--- src/rtl/prio_flit_arb.sv ---
module prio_flit_arb #(
  parameter int N  = 8,
  parameter int CW = 8
) (
  input  logic          clk,
  input  logic          rst_n,
  input  logic [N-1:0]  req,
  input  logic [N-1:0]  cls,
  input  logic          prio_en,
  input  logic [CW-1:0] starve_limit,
  output logic [N-1:0]  grant
);
  localparam int IW = (N > 1) ? $clog2(N) : 1;
  localparam logic [CW-1:0] CNT_MAX = '1;

  logic [IW-1:0] ptr_all, ptr_pri, ptr_cmp;
  logic [CW-1:0] blk_cnt;
  logic [N-1:0]  pri_req, cmp_req, pool;
  logic [IW-1:0] start, win;
  logic          found, promote, cmp_won;

  assign pri_req = req & cls;
  assign cmp_req = req & ~cls;
  assign promote = prio_en && (starve_limit != '0) && (|cmp_req) && (blk_cnt >= starve_limit);

  always_comb begin
    if (!prio_en) begin
      pool  = req;
      start = ptr_all;
    end else if ((|pri_req) && !promote) begin
      pool  = pri_req;
      start = ptr_pri;
    end else begin
      pool  = cmp_req;
      start = ptr_cmp;
    end
  end

  always_comb begin
    found = 1'b0;
    win   = '0;
    for (int k = 0; k < N; k++) begin
      int idx;
      idx = int'(start) + k;
      if (idx >= N) idx = idx - N;
      if (!found && pool[idx]) begin
        found = 1'b1;
        win   = IW'(idx);
      end
    end
  end

  assign grant   = found ? (N'(1) << win) : '0;
  assign cmp_won = found && !cls[win];

  function automatic logic [IW-1:0] nxt(input logic [IW-1:0] i);
    return (int'(i) == N - 1) ? '0 : i + 1'b1;
  endfunction

  always_ff @(posedge clk) begin
    if (!rst_n) begin
      ptr_all <= '0;
      ptr_pri <= '0;
      ptr_cmp <= '0;
      blk_cnt <= '0;
    end else begin
      if (found) begin
        ptr_all <= nxt(win);
        if (cls[win]) ptr_pri <= nxt(win);
        else          ptr_cmp <= nxt(win);
      end
      if (prio_en && (|cmp_req) && !cmp_won)
        blk_cnt <= (blk_cnt == CNT_MAX) ? blk_cnt : blk_cnt + 1'b1;
      else
        blk_cnt <= '0;
    end
  end
endmodule

--- config.mk ---
export PLATFORM = sky130hd
export DESIGN_NAME = prio_flit_arb
export DESIGN_NICKNAME = d
export VERILOG_FILES = /design/src/rtl/prio_flit_arb.sv
export SDC_FILE = /design/constraint.sdc
export NUM_CORES = 1
export LEC_CHECK = 0
export ABC_AREA = 1
export BUFFER_PORTS_ARGS = -buffer_cell sky130_fd_sc_hd__buf_2
export CORE_ASPECT_RATIO = 0.7
export CORE_UTILIZATION = 33
export DETAILED_ROUTE_END_ITERATION = 8
export PLACE_DENSITY = 0.52
export RECOVER_POWER = 100
export SLEW_MARGIN = 20
export SYNTH_ARGS = -nofsm -noshare
export SYNTH_HDL_FRONTEND = slang
export SYNTH_SLANG_ARGS = --single-unit
export TNS_END_PERCENT = 1
--- constraint.sdc ---
create_clock -name clk -period 6.9 [get_ports clk]
set_input_delay 1.035 -clock clk [delete_from_list [all_inputs] [get_ports clk]]
set_output_delay 1.035 -clock clk [all_outputs]
set_load 0.05 [all_outputs]
==> results.md <==
- Outcome: completed
- Hold WC Path Type: reg -> reg
- Met1 wire length: 5050 µm
- Count of flip-flops with a built-in enable after synthesis: 0
- Initial Utilization: 0.343
- R2r setup slk: 1.92 ns
- Total GRT Usage: 0.200
- Hold-fix buffers at CTS: 0
- Final setup viols: 0
- Fmax: 156 MHz
- # fillers: 975
- Pre-Repair DR Iteration Count: 5
- CTS tree: built
- Area after DPL: 3170 µm²
- R2R Path End: ptr_cmp[0]
- Worst Setup EP: grant[7]
- DR vias: 3,188
- Pleak: 1.71 nW
- # IOs: 35
- Most frequent CP cell: nand2_1
- Nets: 578
- Mapped Area: 2940 µm²
- Synth warn: 0
- Via density: 4.88
- Post-synth top area cell: nand2_1
- Initial antenna violation count: 0
- RSZ-0062 raised after global routing: false
- CP Max Fanout: 20
- Post-detail-place hpwl: 7140 µm
- Reg-to-reg startpoint: blk_cnt[0]
- Largest net degree at the start of global routing: 26
- Initial DRC count: 250
- Setup Crit Path Kind: in -> out
- Pins Over Slew Limit: 0
- Met3 WL post-DR: 550 µm
- DRC Markers: 0
- Setup TNS: 0 ns
- Max-cap violations: 0
- Async S/R FF share, synth: 0
- Routability Congestion: 0.872
- Antenna Nets Post-Route: 0
- Crit path time final: 6.42 ns
- Hold WS: 0.533 ns
- Post-synthesis sequential area ratio: 0.116
- Synth top area share: 0.224
- TritonCTS Buffers: 3
- CTS Root Cell: clkbuf_16
- DP Cell Count: 649
- Fin. Hold Viols: 0
- Die extent in x: 115 µm
- H-tree depth: 1
- Synthesized net count: 548
- Cells on worst reg2reg path: 32
- Ant diodes: 0
- Worst-Margin Slew: 0.876 ns
- Worst Clk Skew: 0.00199 ns
- Vias in the first global route: 2,863
- Critical Path Start: starve_limit[3]
- Critical Path Sink Type: output port
- Die Y: 80.9 µm
- Critical Path Start Type: primary input
- Grt total ovfl: 0
- Data required time of the critical path: 5.86 ns
- Detailed-route wire length per cell: 13.3 µm
- # port buffers: 34
- Clk Latency, worst-skew pair: 0.26 ns
- First-pass GRT wire length: 14,400 µm
- Dominant synthesized flop cell: dfxtp_1
- Post-synth top cells: nand2_1, nand3_1, inv_1
- Layout cells sized above 1: 0.205
- PostCTS Resize Cnt: 0
- Row Count: 28
- Final period util: 0.930
- Finished Cell Area: 3220 µm²
- Routed wl met2: 3050 µm
- Clock Path Buffers: 2
- Worst-path clk slew: 0.06 ns
- Die ar.: 9280 µm²
- Setup bufs post-CTS: 0
- DR top layer: met4
- Core Area: 8550 µm²
- Post-Syn Instances: 504
- Synth Register Bits: 17
- Power Density: 491 nW/µm²
- Overall power: 1.58 mW
- Max IR drop VDD: 131 µV
- Relative slew margins: 0.416
- # clock sinks: 17
- Post-Route WL: 8700 µm
- Layout area overhead: 9.80%
- Fin cells: 653
- Main area contributors after synthesis: nand2_1, nand3_1, dfxtp_1, ha_1, inv_1
- Most common cell in the netlist: nand2_1
- Distinct cells, synth: 38
- CP Data Arrival Time: 5.38 ns
- Critical path's slowest cell: ha_1
- Critical Path Max Stage Delay: 0.45 ns
- Syn Area/Cell: 5.82 µm²
metal layers:
metal	vias to the layer above	global-route usage
met3	8	0.0343
met2	92	0.276
met1	1414	0.320
met5	-	0
li1	1674	-
met4	0	0.0208
where the power goes:
part | total, mW | internal, mW | switching (mW)
logic | 1.31 | 0.383 | 0.927
clock network | 0.122 | 0.0779 | 0.0440
registers | 0.149 | 0.128 | 0.0215
sequential cells by signal, summed over array words and instances, names as in the netlist:
signal / cells
ptr_cmp: 3
ptr_all: 3
blk_cnt: 8
ptr_pri: 3
layout by cell type, fill, tap and decap left out, types with 4 or more instances in the layout:
| cell type | instances |
|---|---|
| nand2_1 | 176 |
| nand3_1 | 90 |
| inv_1 | 51 |
| nor2_1 | 33 |
| buf_2 | 27 |
| ha_1 | 17 |
| dfxtp_1 | 17 |
| nand2_2 | 14 |
| nor2_2 | 13 |
| inv_2 | 11 |
| nand3_2 | 11 |
| nand4_1 | 9 |
| o21ai_0 | 6 |
| nor3_1 | 6 |
| clkbuf_2 | 6 |
| a21oi_1 | 5 |
| nand2_4 | 5 |
| xor2_1 | 4 |
cells by family after synthesis:
family / share of synthesized area
buf+inv: 0.115
fa+ha+maj: 0.0725
compound gates: 0.0426
flops: 0.116
simple gates: 0.627
mux: 0.00341
xor+xnor: 0.0234
how the worst min path moves through the flow:
stage | from | to | cells past startpoint | slack, ns
after floorplan | ptr_all[2] | ptr_all[2] | 2 | 0.47
after global placement | ptr_cmp[1] | ptr_cmp[1] | 4 | 0.52
after detailed placement | ptr_cmp[1] | ptr_cmp[1] | 4 | 0.52
after CTS | ptr_cmp[1] | ptr_cmp[1] | 4 | 0.54
after global routing | ptr_cmp[1] | ptr_cmp[1] | 4 | 0.57
final | ptr_cmp[1] | ptr_cmp[1] | 4 | 0.53
worst max-delay path, delay by kind of cell:
kind | cells | cell delay, ns
AND/OR/NAND/NOR | 22 | 2.64
buffers and inverters | 5 | 0.61
adder cells (fa/ha/maj) | 4 | 1.11
final cells by class:
cell class	count	area, µm²	area share
clock buffers	3	75.1	0.0233
clock inverters	1	5.00	0.00155
inverters	62	233	0.0722
repair buffers	37	191	0.0594
multi-input cells	413	2230	0.691
flip-flops and latches	17	340	0.106
well taps	120	150	0.0466
metrics by stage:
stage,utilization,setup slack (ns)
after floorplan,-,0.748
after global placement,0.371,0.628
after detailed placement,0.371,0.591
after CTS,0.381,0.579
after global routing,0.377,0.0615
final,0.377,0.484
No activity file was read; power rests on OpenSTA's default activity.
